<file path="config.mk">
export PLATFORM = sky130hd
export DESIGN_NAME = gamepad_port_if
export DESIGN_NICKNAME = d
export VERILOG_FILES = /design/src/rtl/gp_pkg.sv /design/src/rtl/gp_xfer_timer.sv /design/src/rtl/gp_port_channel.sv /design/src/rtl/gp_rd_mux.sv /design/src/rtl/gamepad_port_if.sv
export SDC_FILE = /design/constraint.sdc
export NUM_CORES = 1
export LEC_CHECK = 0
export BUFFER_PORTS_ARGS = -buffer_cell sky130_fd_sc_hd__buf_2
export CELL_PAD_IN_SITES_DETAIL_PLACEMENT = 1
export CELL_PAD_IN_SITES_GLOBAL_PLACEMENT = 1
export CORE_MARGIN = 1.5
export CORE_UTILIZATION = 35
export DETAILED_ROUTE_END_ITERATION = 12
export PLACE_DENSITY_LB_ADDON = 0.1
export SKIP_CTS_REPAIR_TIMING = 1
export SYNTH_ARGS = -nofsm -noshare
export SYNTH_HDL_FRONTEND = slang
export SYNTH_SLANG_ARGS = --single-unit
</file>
<file path="constraint.sdc">
create_clock -name clk -period 2.6 [get_ports clk]
set_clock_uncertainty 0.05 [all_clocks]
set_input_delay 0.26 -clock clk [delete_from_list [all_inputs] [get_ports clk]]
set_output_delay 0.26 -clock clk [all_outputs]
set_load 0.005 [all_outputs]
</file>
<file path="src/rtl/gp_pkg.sv">
package gp_pkg;
  localparam int PORT_ABIT  = 7;
  localparam int DATA_ABIT  = 6;
  localparam int HALF_ABIT  = 1;
  localparam int READY_SBIT = 3;
  localparam int MIRROR_LSB = 4;
  localparam int CTRL_W     = 3;

  typedef struct packed {
    logic rx_en;
    logic mtap_en;
    logic send;
  } gp_ctrl_t;
endpackage

</file>
<file path="src/rtl/gp_xfer_timer.sv">
module gp_xfer_timer #(
  parameter int DELAY_CYC = 20
) (
  input  logic clk,
  input  logic rst,
  input  logic start,
  output logic busy,
  output logic done
);
  localparam int CW = (DELAY_CYC > 1) ? $clog2(DELAY_CYC) : 1;
  localparam logic [CW-1:0] LOAD = CW'(DELAY_CYC - 1);

  logic [CW-1:0] cnt;

  always_ff @(posedge clk) begin
    if (rst) begin
      busy <= 1'b0;
      cnt  <= '0;
    end else if (start && !busy) begin
      busy <= 1'b1;
      cnt  <= LOAD;
    end else if (busy) begin
      if (cnt == '0) busy <= 1'b0;
      else           cnt  <= cnt - 1'b1;
    end
  end

  assign done = busy && (cnt == '0);
endmodule

</file>
<file path="src/rtl/gp_port_channel.sv">
module gp_port_channel
  import gp_pkg::*;
#(
  parameter int WORD_W    = 32,
  parameter int DATA_W    = 16,
  parameter int DELAY_CYC = 20
) (
  input  logic              clk,
  input  logic              rst,
  input  logic              ctrl_we,
  input  gp_ctrl_t          ctrl_wdata,
  input  logic              lo_rd,
  input  logic [WORD_W-1:0] pad_word,
  output logic [WORD_W-1:0] latch,
  output logic              ready,
  output logic              busy,
  output logic [DATA_W-1:0] status
);
  gp_ctrl_t ctrl_q;
  logic     start;
  logic     done;

  // a start needs a fresh 0->1 edge and an idle timer
  assign start = ctrl_we && ctrl_wdata.send && !ctrl_q.send && !busy;

  gp_xfer_timer #(.DELAY_CYC(DELAY_CYC)) u_timer (
    .clk  (clk),
    .rst  (rst),
    .start(start),
    .busy (busy),
    .done (done)
  );

  always_ff @(posedge clk) begin
    if (rst) begin
      ctrl_q <= '0;
      ready  <= 1'b0;
      latch  <= '0;
    end else begin
      if (ctrl_we) ctrl_q <= ctrl_wdata;
      if (done)    ctrl_q.send <= 1'b0;
      if (done) begin
        latch <= pad_word;
        ready <= 1'b1;
      end else if (lo_rd) begin
        ready <= 1'b0;
      end
    end
  end

  always_comb begin
    status = '0;
    status[READY_SBIT] = ready;
    status[MIRROR_LSB +: CTRL_W] = ctrl_q;
  end
endmodule

</file>
<file path="src/rtl/gp_rd_mux.sv">
module gp_rd_mux #(
  parameter int NPORT  = 2,
  parameter int WORD_W = 32,
  parameter int DATA_W = 16,
  localparam int PW    = (NPORT > 1) ? $clog2(NPORT) : 1
) (
  input  logic [PW-1:0]                  port_sel,
  input  logic                           data_sel,
  input  logic                           hi_sel,
  input  logic [NPORT-1:0][WORD_W-1:0]   latch_v,
  input  logic [NPORT-1:0][DATA_W-1:0]   status_v,
  output logic [DATA_W-1:0]              rd_val
);
  always_comb begin
    if (!data_sel)   rd_val = status_v[port_sel];
    else if (hi_sel) rd_val = latch_v[port_sel][WORD_W-1 -: DATA_W];
    else             rd_val = latch_v[port_sel][DATA_W-1:0];
  end
endmodule

</file>
<file path="src/rtl/gamepad_port_if.sv">
module gamepad_port_if
  import gp_pkg::*;
#(
  parameter int CLK_HZ  = 21_477_272,
  parameter int XFER_US = 1000,
  parameter int WORD_W  = 32,
  parameter int DATA_W  = 16
) (
  input  logic              clk,
  input  logic              rst,
  input  logic              wr_en,
  input  logic              rd_en,
  input  logic [7:0]        addr,
  input  logic [DATA_W-1:0] wdata,
  output logic [DATA_W-1:0] rdata,
  input  logic [WORD_W-1:0] pad0_word,
  input  logic [WORD_W-1:0] pad1_word,
  output logic              irq
);
  localparam int NPORT     = 2;
  localparam int DELAY_RAW = (CLK_HZ / 1000) * XFER_US / 1000;
  localparam int DELAY_CYC = (DELAY_RAW < 1) ? 1 : DELAY_RAW;

  logic [NPORT-1:0][WORD_W-1:0] pad_v;
  logic [NPORT-1:0][WORD_W-1:0] latch_v;
  logic [NPORT-1:0][DATA_W-1:0] status_v;
  logic [NPORT-1:0]             rdy_vec;
  logic [NPORT-1:0]             bsy_vec;
  logic [DATA_W-1:0]            rd_val;
  logic                         spare_unused;

  assign pad_v[0] = pad0_word;
  assign pad_v[1] = pad1_word;
  assign spare_unused = ^{addr[5:2], addr[0], wdata[DATA_W-1:CTRL_W]};

  for (genvar p = 0; p < NPORT; p++) begin : g_port
    logic hit;
    assign hit = (addr[PORT_ABIT] == 1'(p));

    gp_port_channel #(
      .WORD_W   (WORD_W),
      .DATA_W   (DATA_W),
      .DELAY_CYC(DELAY_CYC)
    ) u_chan (
      .clk       (clk),
      .rst       (rst),
      .ctrl_we   (wr_en && hit && !addr[DATA_ABIT]),
      .ctrl_wdata(gp_ctrl_t'(wdata[CTRL_W-1:0])),
      .lo_rd     (rd_en && hit && addr[DATA_ABIT] && !addr[HALF_ABIT]),
      .pad_word  (pad_v[p]),
      .latch     (latch_v[p]),
      .ready     (rdy_vec[p]),
      .busy      (bsy_vec[p]),
      .status    (status_v[p])
    );
  end

  gp_rd_mux #(
    .NPORT (NPORT),
    .WORD_W(WORD_W),
    .DATA_W(DATA_W)
  ) u_mux (
    .port_sel(addr[PORT_ABIT]),
    .data_sel(addr[DATA_ABIT]),
    .hi_sel  (addr[HALF_ABIT]),
    .latch_v (latch_v),
    .status_v(status_v),
    .rd_val  (rd_val)
  );

  always_ff @(posedge clk) begin
    if (rst)        rdata <= '0;
    else if (rd_en) rdata <= rd_val;
  end

  assign irq = |rdy_vec;
endmodule

</file>
After elaboration in Yosys (flattened, before gate mapping):

Index checks and enable logic that the tools add are counted.

* input bits: 92
* memories: 0
* logic and storage cells: 88
* memory bits (read-only): 0
* RAM bits: 0
* output and inout bits: 17
* register bits: 120
* bits in latches: 0

* div/mod/pow operators: 0
* $add $sub $neg: 2
* order comparisons: 1
* bitwise logic cells: 3
* shift operators: 0
* multiplexer cells: 22
* multiply operators: 0
* reduce and logical (&&, ||, !) cells: 41
* eq/ne operators: 2

Operators by type and width (number)
* $mux W15: 6
* $mux W32: 2
* $mux W16: 3
* $logic_not A15 Y1: 2
* $sub A15 B1 Y15 const B: 2
* $logic_and A1 B1 Y1: 20
* $mux W1: 10
* $reduce_or A2 Y1: 5
* $reduce_and A2 Y1: 4
* $reduce_bool A2 Y1: 4
* $mux W7: 1
* $logic_not A1 Y1: 6
* $ne A2 B2 Y1 const B: 2
* $not A1 Y1: 3
* $lt A1 B2 Y1 const B: 1

Depth between registers and ports, before layout:

Gate-level depths: netlist (run 1).

* depth in word-level cells: 9
* gate-level depth with buffers: 8
* mapped depth without buffers: 6

Cells and area by module:

From an unflattened synthesis (run 1), not the netlist that was laid out.

* cell total of the unflattened synthesis: 574
* area total of the unflattened synthesis: 6082.1 um2

By module, submodules not included
* gp_port_channel: area each 1423.9 um2, cells an instance 132, sequential area each 720.7 um2, times used 2
* gp_xfer_timer: area each 860.8 um2, cells an instance 98, sequential area each 320.3 um2, times used 2
* gp_rd_mux: area each 879.6 um2, cells an instance 56, sequential area each 0.0 um2, times used 1
* gamepad_port_if: area each 633.1 um2, cells an instance 58, sequential area each 320.3 um2, times used 1

Worst setup path after synthesis (run 1):

No wires, ideal clock.

* path kind: register to register
* from: register g_port[1].u_chan.u_timer.cnt[13]
* to: register g_port[1].u_chan.latch[23]
* buffers on the path: 3
* arrival: 1936 ps
* setup slack: 481 ps
* clock period less this slack: 2119 ps
* library setup time: 132 ps
* cell stages (with the launch flop): 8
* cells stage by stage: dfxtp_1 -> or4_4 -> buf_6 -> or4_4 -> buf_6 -> buf_6 -> o21ai_0 -> a21oi_1

* longest elaborated chain between the ends: 2

Ends and longest elaborated chain
* from (decl): line gp_xfer_timer.sv:13 `logic [CW-1:0] cnt;`
* from (signal assigned): line gp_xfer_timer.sv:24 `else cnt <= cnt - 1'b1;`
* $logic_not A15 Y1: line gp_xfer_timer.sv:28 `assign done = busy && (cnt == '0);`
* $logic_and A1 B1 Y1: line gp_xfer_timer.sv:28
* to (signal assigned): line gp_port_channel.sv:43 `latch <= pad_word;`
* to (decl): line gp_port_channel.sv:14 `output logic [WORD_W-1:0] latch,`

No other way between the ends.
A chain may end at the register's enable or synchronous reset.

Final worst setup path (run 1):

* from: register g_port[1].u_chan.u_timer.cnt[2]
* to: register g_port[1].u_chan.latch[15]

Same word-level chain as after synthesis.

==> results of run 1 <==
## cell families after synthesis
kind of cell	count (synthesis)	synth area share [%]
buffers and inverters	70	5.60
DFF	120	42.5
xor gates and xnor gates	1	0.155
adders and majority gates	4	0.885
and+or+nand+nor	195	19.7
muxes	37	10.2
AOI/OAI and AO/OA	201	20.9
## metrics by stage
stage | hold WS (ns) | util (%) | power, mW
after detailed placement | 0.417 | 39.6 | 2.61
after floorplan | 0.354 | - | 2.40
final | 0.0363 | 43.5 | 5.05
after global placement | 0.404 | 39.6 | 2.59
after global routing | 0.0323 | 43.5 | 5.23
after CTS | 0.0230 | 43.5 | 5.09
## worst max path at each step
stage	slack, ns	cells after the start	from	to
6_report	0.24	4	g_port[1].u_chan.u_timer.cnt[2]$_SDFFE_PP0P_	g_port[1].u_chan.latch[15]$_SDFFE_PP0P_
5_1_grt	0.11	4	g_port[1].u_chan.u_timer.cnt[2]$_SDFFE_PP0P_	g_port[1].u_chan.latch[16]$_SDFFE_PP0P_
4_1_cts	0.24	4	g_port[1].u_chan.u_timer.cnt[2]$_SDFFE_PP0P_	g_port[1].u_chan.latch[15]$_SDFFE_PP0P_
3_5_place_dp	0.29	4	g_port[1].u_chan.u_timer.cnt[2]$_SDFFE_PP0P_	g_port[1].u_chan.latch[16]$_SDFFE_PP0P_
3_3_place_gp	0.34	4	g_port[1].u_chan.u_timer.cnt[2]$_SDFFE_PP0P_	g_port[1].u_chan.latch[7]$_SDFFE_PP0P_
2_1_floorplan	0.48	7	g_port[1].u_chan.u_timer.cnt[13]$_SDFFE_PP0P_	g_port[1].u_chan.latch[23]$_SDFFE_PP0P_
## layout by cell type (no fill, tap or decap), types with 17 or more instances in the layout
master	synthesis	final
a21oi_1	94	94
buf_2	4	89
clkbuf_16	0	17
dfxtp_1	120	120
nand2_1	17	17
nand3_1	37	37
nand4_1	34	34
nor2_1	26	26
o21ai_0	34	34
o31ai_1	38	38
## state kept, by name, summed over array words and instances, names as in the netlist
signal	cells
g_port.u_chan.u_timer.busy	2
rdata	16
g_port.u_chan.ready	2
g_port.u_chan.u_timer.cnt	30
g_port.u_chan.latch	64
g_port.u_chan.status	6
## per-layer routing
layer / up-vias / GRT usage, % / part of all wire [%]
met5: - / 0 / 0
met4: 0 / 6.67 / 1.0
met3: 16 / 4.26 / 5.3
met2: 140 / 33.2 / 43
met1: 2555 / 33.9 / 51
li1: 2496 / - / -
## area by class of cell
cell class / count / area [um^2] / share of cell area [%]
Inverter: 7 / 26.3 / 0.382
Clock buffer: 20 / 457 / 6.64
Tap cell: 216 / 270 / 3.93
Sequential cell: 120 / 2400 / 34.9
Timing Repair Buffer: 107 / 631 / 9.16
Multi-Input combinational cell: 438 / 2950 / 42.8
Clock inverter: 9 / 150 / 2.18
## power by group through the flow
stage	logic, mW	clock network, mW	registers (mW)
after floorplan	0.462	0	1.94
after global placement	0.640	0	1.95
after detailed placement	0.658	0	1.95
after CTS	0.664	2.52	1.91
after global routing	0.721	2.59	1.92
final	0.663	2.48	1.91
## worst register-to-register path, stage by stage (launching register included)
cell and delay [ns]:
dfxtp_1 0.34, or4_1 0.72, or4_4 0.73, o21ai_0 0.26
a21oi_1 0.11
==> run metrics, run 1 <==
die area=16,900 um^2; internal power=3.72 mW; WP data arrival=2.58 ns; GPL Wtd Cong=0.753; Routed Wire Length=18.4 mm; most common library cells after synthesis=dfxtp_1, a21oi_1, clkbuf_1, o31ai_1, nand3_1; io pins=109; beginning of the worst hold path=pad1_word[7]; Worst-Skew Late Latency=0.42 ns; worst reg2reg path depth=4; post-synth top area cell=dfxtp_1; clock sinks=120; routed vias/inst=5.68; fin area=6880 um^2; sw frac=26.4%; Die Y=130 um; Synth Instances=628; max-slew violation count=0; nets=787; Yosys reg bits=120; CP top delay family=simple AND/OR/NAND/NOR gates; outcome=completed; critical path cell sequence=or4_1 > or4_4 > o21ai_0 > a21oi_1; drc violations=0; Area Overhead vs Synth=21.7%; Core Box Area=15,800 um^2; total CTS buffers=17; Startpoint Class=flip-flop; vias=5,207; Most used DFF post-synth=dfxtp_1; Lkg Pwr=2.52 nW; hold depth=3; first-pass GRT wire length=29.0 mm; CTS tree=done; Critical path buffers and inverters=0; async set-reset flop share out of synthesis=0%; sequential power share=37.9%; Initial Utilization=35.7%; port bufs=90; Gate power share=13.1%; Max FO, Critical Path=34; Final setup viols=0; distinct cell type count after synthesis=52; reg2reg end=g_port[1].u_chan.latch[15]$_SDFFE_PP0P_; biggest cell delay along the critical path=0.73 ns; grt ovf=0; top cells by area, synth=dfxtp_1, a21oi_1, mux4_2; maximum vdd ir drop=505 uV; CTS root buf=clkbuf_16; Tot GR Track Use=22.7%; ratio of cells with drive above 1 in the final layout=24.4%; EDFF count, synth=0; kind of end point of the critical path=flip-flop; Hold Path Class=primary input to flip-flop; Slew headroom=45.8%; RSZ-0062 raised after global routing=no; Final Critical Period=2.36 ns; DR WL/cell=20.1 um; initial drt markers=354; worst slack, placed=0.288 ns; FP Rows=46; Final Non-Filler Cells=917; Antenna Cells=0; placed insts=888; syn avg cell area=9.01 um^2; worst hold endpoint=g_port[1].u_chan.latch[7]$_SDFFE_PP0P_; initial antenna violation count=0; kind of critical path=flip-flop to flip-flop; sw power=1.33 mW; final hold vios=0; DP Wirelength=12.5 mm; area fraction of the dominant cell type after synthesis=42.5%; Final WS setup=0.245 ns; First-pass DRT Iterations=4; Die Span X=130 um; most frequent cell after synthesis=dfxtp_1; register area share after synthesis=42.5%; worst slew pin tran=0.812 ns; placed inst area=6270 um^2; remaining antenna violation count=0; Fill cells=1,812; vias in the first global route=5,191; slowest CP cell=or4_4; syn_nets=724; final worst path period share=90.6%; Clock power frac=49.0%; max_cap viols=0; H-Tree Depth=4; warnings from Yosys=0; clock transition at the registers of the reported paths=0.06 ns; PD cells=734 nW/um^2; Netlist Area Pre-Place=5660 um^2; reg2reg setup slack=0.24 ns; Critical Path RT=2.83 ns; worst r2r src=g_port[1].u_chan.u_timer.cnt[2]$_SDFFE_PP0P_; Achievable Freq=425 MHz; setup TNS=0 ns; Max Buffers Root-to-Sink=2; largest net degree at the start of global routing=59
No activity file was read; power rests on OpenSTA's default activity.
==> run 2, diff against run 1 <==
- ABC_AREA: not set -> 1
- CTS_CLUSTER_SIZE: not set -> 16
==> run 2 against run 1 <==
  * Clock-buffer cell count rose by 2
  * Final area rose by 0.11%
  * Die area rose by 0.73%
  * Clock power rose by 2%
  * Utilization fell by 0.11 points
  * Hold slack got worse by 0.022 ns
  * Sequential power barely moved
  * First-iteration DRC count fell by 32%
  * Combinational power rose by 6.0%
  * Synthesized cell count rose by 31%
  * Non-clock buffer count fell by 8
  * Sequential cell count did not move
  * Largest power group unchanged
==> run metrics, run 2 <==
outcome=completed; Fill cells=2,048 (+13%); WP data arrival=2.24 ns (-0.34 ns); initial drt markers=239 (-32%); Area Overhead vs Synth=20.9%; First-pass DRT Iterations=4 (unchanged); Slew headroom=47.1% (+1.3 points); Startpoint Class=flip-flop; clock transition at the registers of the reported paths=0.06 ns (about the same); first-pass GRT wire length=28.7 mm (-0.93%); die area=17,100 um^2 (+0.73%); area fraction of the dominant cell type after synthesis=42.2% (-0.32 points); Tot GR Track Use=22.1% (-0.68 points); Final WS setup=0.569 ns (+0.324 ns); vias in the first global route=5,708 (+10%); remaining antenna violation count=0 (unchanged); Die Span X=131 um (+0.37%); routed vias/inst=5.04 (-11%); max-slew violation count=0 (unchanged); Final Critical Period=2.03 ns (-0.324 ns); Hold Path Class=primary input to flip-flop; kind of critical path=flip-flop to flip-flop; commonest non-fill, non-tap cell in the layout=nand2_1; async set-reset flop share out of synthesis=0% (unchanged); most frequent CP cell=nand2_4; worst slew pin tran=0.794 ns (-0.0180 ns); Max FO, Critical Path=35 (+2.9%); EDFF count, synth=0 (unchanged); distinct cell type count after synthesis=35 (-33%); DR WL/cell=16.0 um (-20%); warnings from Yosys=0 (unchanged); post-synth top area cell=dfxtp_1; worst slack, placed=0.557 ns (+0.269 ns); Critical Path RT=2.81 ns (-0.02 ns); Seq. cell area=2400 um^2 (unchanged); H-Tree Depth=4 (unchanged); Initial Utilization=35.9% (+0.14 points); Critical path buffers and inverters=2 (+2); clock sinks=120 (unchanged); syn_nets=917 (+27%); critical path cell sequence=inv_1 > ha_1 > nand2_1 > nor2_2 > nand2_4 > inv_4 > nand2_4 > o211ai_1 > a21oi_1; max reg flops=64 (unchanged); grt ovf=0 (unchanged); kind of end point of the critical path=flip-flop; final worst path period share=78.1% (-12 points); ratio of cells with drive above 1 in the final layout=16.8% (-7.6 points); setup TNS=0 ns (unchanged); RSZ-0062 raised after global routing=no; most common library cells after synthesis=nand2_1, dfxtp_1, nor2_1, nand3_1, a21oi_1; total CTS buffers=17 (unchanged); Die Y=131 um (+0.37%); max_cap viols=0 (unchanged); biggest cell delay along the critical path=0.30 ns (-0.43 ns); most frequent cell after synthesis=nand2_1; Antenna Cells=0 (unchanged); most frequent cells in the layout=nand2_1, dfxtp_1, nor2_1; Worst-Skew Late Latency=0.42 ns (about the same); drc violations=0 (unchanged); syn avg cell area=6.94 um^2 (-23%); Most used DFF post-synth=dfxtp_1; CP top delay family=simple AND/OR/NAND/NOR gates; Yosys reg bits=120 (unchanged); Final setup viols=0 (unchanged); top cells by area, synth=dfxtp_1, nand2_1, nand3_1; Largest regs=g_port.u_chan.latch (64), g_port.u_chan.u_timer.cnt (30), rdata (16); Core Box Area=15,900 um^2 (+0.36%); Finished Core Util=43.4% (-0.11 points); final hold vios=0 (unchanged); PD cells=752 nW/um^2 (+2.4%); initial antenna violation count=0 (unchanged); maximum vdd ir drop=506 uV (+0.26%); Netlist Area Pre-Place=5700 um^2 (+0.75%); Multi-input gate area=2770 um^2 (-5.9%); CTS root buf=clkbuf_16; CTS tree=done; largest net degree at the start of global routing=72 (+22%); port bufs=90 (unchanged); GPL Wtd Cong=0.799 (+6.1%); register area share after synthesis=42.2% (-0.32 points); DP Wirelength=12.9 mm (+3.3%); slowest CP cell=dfxtp_1; io pins=109 (unchanged); Achievable Freq=492 MHz (+16%); Largest Register=g_port.u_chan.latch; Routed Wire Length=18.0 mm (-2.5%); Max Buffers Root-to-Sink=2 (unchanged); Lkg Pwr=3.10 nW (+23%); Synth Instances=821 (+31%); vias=5,642 (+8.4%); nets=988 (+26%); FP Rows=46 (unchanged)
-- run 2: changes by cell type in the layout (fill, tap and decap cells not counted), sizes merged, moves of 14 or more --
cell | before | now
o31ai | 38 | 2
mux4 | 16 | 0
nand3 | 37 | 85
inv | 6 | 78
mux2i | 15 | 0
nor2 | 26 | 106
nand2 | 17 | 191
o221ai | 0 | 14
-- run 2: cells by family after synthesis --
family                   synth area share, %
AO/OA/AOI/OAI                           13.8
flip-flops                              42.2
adder cells (fa/ha/maj)                0.878
XOR/XNOR                               0.769
buffers and inverters                   9.22
AND/OR/NAND/NOR                         33.1
-- run 2: metrics by stage --
stage	std cells	power, mW	hold slack, ns	area (um^2)
CTS	1120	5.23	-0.0000272	6890
finish	1120	5.18	0.0144	6890
detailed placement	1089	2.68	0.402	6260
global placement	1089	2.66	0.399	6260
floorplan	821	2.48	0.305	5700
global route	1120	5.40	0.0213	6890
-- run 2: worst paths after layout --
check,start,to,slack (ns),depth (start not counted)
worst min-delay path,pad0_word[9],g_port[0].u_chan.latch[9]$_SDFFE_PP0P_,0.01,3
worst max register to register,g_port[1].u_chan.u_timer.cnt[0]$_SDFFE_PP0P_,g_port[1].u_chan.ready$_SDFFE_PP0P_,0.57,9
worst min register to register,g_port[0].u_chan.latch[28]$_SDFFE_PP0P_,g_port[0].u_chan.latch[28]$_SDFFE_PP0P_,0.41,2
worst max-delay path,g_port[1].u_chan.u_timer.cnt[0]$_SDFFE_PP0P_,g_port[1].u_chan.ready$_SDFFE_PP0P_,0.57,9
-- run 2: where the power goes --
part           switching [mW]  internal, mW  leakage, nW  total [mW]
sequential             0.0409          1.90        0.971        1.94
clock                   0.849          1.69        0.316        2.54
combinational           0.490         0.213         1.82       0.703
total                    1.38          3.80         3.10        5.18
-- run 2: final cells by class --
cell class                      instances  share of cell area (%)
Multi-Input combinational cell        575                    40.2
Timing Repair Buffer                   99                    7.52
Tap cell                              216                    3.92
Inverter                               79                    4.34
Sequential cell                       120                    34.9
Clock inverter                          9                    2.11
Clock buffer                           22                    7.03
-- run 2: worst reg2reg max path, delay by kind of cell, from the launching register on --
| family | cells | cell delay (ns) |
|---|---|---|
| AOI/OAI and AO/OA | 2 | 0.26 |
| buffers and inverters | 2 | 0.43 |
| DFF | 1 | 0.30 |
| adders and majority gates | 1 | 0.17 |
| and+or+nand+nor | 4 | 0.66 |
-- run 2: metal layers --
metal	share of wire, %	wire length [um]	track usage (%)	vias to the layer above
met4	1.5	261	6.79	0
met2	52	9300	40.8	82
met3	2.6	459	3.95	17
li1	-	-	-	2842
met1	44	7940	25.8	2701
met5	0	0	0	-
==> run 3, diff against run 2 <==
- clock period: 2.6 -> 1.7 ns (I/O delays scaled with it)
==> run 3 against run 2 <==
  * The run now ends with hold timing left
  * Die area did not move
  * Final area up 10%
  * Utilization grew 4.4 points
  * Combinational power increased by 110%
  * Fmax is 26% higher
  * Clock-buffer cell count rose by 3
  * Non-clock buffer count up 65
  * Setup slack worse by 0.48 ns
  * Critical endpoint is now g_port[0].u_chan.u_timer.cnt[1]$_SDFFE_PP0P_
==> run metrics, run 3 (synthesis results as in run 2) <==
outcome=complete, but fails checks; violated checks=hold timing; critical path cell sequence=nor2_4 > nand2_2 > nor2_8 > nand2_4 > nand2_4 > buf_4 > inv_2 > a211oi_1; Critical path buffers and inverters=2 (unchanged); Worst-Skew Late Latency=0.42 ns (about the same); final hold vios=11 (+11); first-pass GRT wire length=29.5 mm (+2.6%); CTS tree=done; initial drt markers=259 (+8.4%); Initial Utilization=35.9% (unchanged); clock sinks=120 (unchanged); Slew headroom=49.1% (+2.0 points); clock transition at the registers of the reported paths=0.05 ns (about the same); routed vias/inst=5.06 (+0.44%); Largest Register=g_port.u_chan.latch; FP Rows=46 (unchanged); Final Non-Filler Cells=1,188 (+6.1%); DP Wirelength=13.5 mm (+4.9%); Final Critical Period=1.61 ns (-0.419 ns); Hold Path Class=primary input to flip-flop; commonest non-fill, non-tap cell in the layout=nand2_1; vias=6,011 (+6.5%); placed inst area=6510 um^2 (+4.0%); kind of critical path=flip-flop to flip-flop; DR WL/cell=16.5 um (+2.7%); First-pass DRT Iterations=4 (unchanged); drc violations=0 (unchanged); grt ovf=0 (unchanged); WP data arrival=1.89 ns (-0.35 ns); Die Span X=131 um (unchanged); vias in the first global route=5,993 (+5.0%); most frequent cells in the layout=nand2_1, dfxtp_1, nor2_1, buf_2, a21oi_1; Area Overhead vs Synth=33.2%; Lkg Pwr=3.41 nW (+9.9%); port bufs=90 (unchanged); total CTS buffers=17 (unchanged); remaining antenna violation count=0 (unchanged); GPL Wtd Cong=0.833 (+4.4%); total power draw=7.94 mW (+53%); worst slew pin tran=0.763 ns (-0.0307 ns); fin area=7590 um^2 (+10%); kind of end point of the critical path=flip-flop; CP top delay family=simple AND/OR/NAND/NOR gates; max-slew violation count=0 (unchanged); CTS root buf=clkbuf_16; Die Y=131 um (unchanged); maximum vdd ir drop=688 uV (+36%); die area=17,100 um^2 (unchanged); setup TNS=0 ns (unchanged); Core Box Area=15,900 um^2 (unchanged); slowest CP cell=dfxtp_1; PD cells=1050 nW/um^2 (+39%); RSZ-0062 raised after global routing=yes; placed insts=1,119 (+2.8%); Max Buffers Root-to-Sink=2 (unchanged); Tot GR Track Use=22.5% (+0.48 points); most frequent CP cell=nand2_4; Final setup viols=0 (unchanged); Largest regs=g_port.u_chan.latch (64), g_port.u_chan.u_timer.cnt (30), rdata (16); Routed Wire Length=19.6 mm (+9.0%); Startpoint Class=flip-flop; largest net degree at the start of global routing=72 (unchanged); nets=1,055 (+6.8%); reg2reg setup slack=0.09 ns (-0.48 ns); biggest cell delay along the critical path=0.37 ns (+0.07 ns); final worst path period share=94.8% (+17 points); max reg flops=64 (unchanged); hold slack final=-0.0117 ns (-0.0260 ns); Max FO, Critical Path=10 (-71%); H-Tree Depth=4 (unchanged); Antenna Cells=0 (unchanged); Achievable Freq=620 MHz (+26%); Critical Path RT=1.98 ns (-0.83 ns); initial antenna violation count=0 (unchanged); ratio of cells with drive above 1 in the final layout=21.9% (+5.1 points); max_cap viols=0 (unchanged); io pins=109 (unchanged)
run 3: cell type report:
| type | count | area [um^2] |
|---|---|---|
| Timing Repair Buffer | 164 | 1140 |
| Inverter | 79 | 308 |
| Fill cell | 2084 | 8290 |
| Tap cell | 216 | 270 |
| Clock buffer | 25 | 515 |
| Clock inverter | 7 | 65.1 |
| Sequential cell | 120 | 2400 |
| Multi-Input combinational cell | 577 | 2890 |
run 3: final timing paths:
check / from / to / depth (start not counted)
setup reg to reg: g_port[0].u_chan.u_timer.cnt[2]$_SDFFE_PP0P_ / g_port[0].u_chan.u_timer.cnt[1]$_SDFFE_PP0P_ / 8
hold / removal: rd_en / rdata[3]$_SDFFE_PP0P_ / 2
hold reg to reg: g_port[0].u_chan.latch[26]$_SDFFE_PP0P_ / g_port[0].u_chan.latch[26]$_SDFFE_PP0P_ / 2
setup / recovery: g_port[0].u_chan.u_timer.cnt[2]$_SDFFE_PP0P_ / g_port[0].u_chan.u_timer.cnt[1]$_SDFFE_PP0P_ / 8
run 3: stage by stage:
stage | worst slack, ns | util (%)
CTS | -0.0453 | 44.6
finish | 0.0883 | 47.8
floorplan | 0.187 | -
global placement | 0.0278 | 41.0
detailed placement | -0.0200 | 41.0
global route | -0.0234 | 47.8
run 3: metal layers:
metal / vias up / track usage, % / wire, um
met5: - / 0 / 0
met3: 35 / 4.07 / 579
met2: 115 / 41.4 / 10100
met4: 0 / 7.43 / 439
li1: 2976 / - / -
met1: 2885 / 26.4 / 8440
run 3: report_power, final:
part | internal [mW] | switching, mW
clock | 2.23 | 1.28
combinational | 0.578 | 0.876
sequential | 2.90 | 0.0708
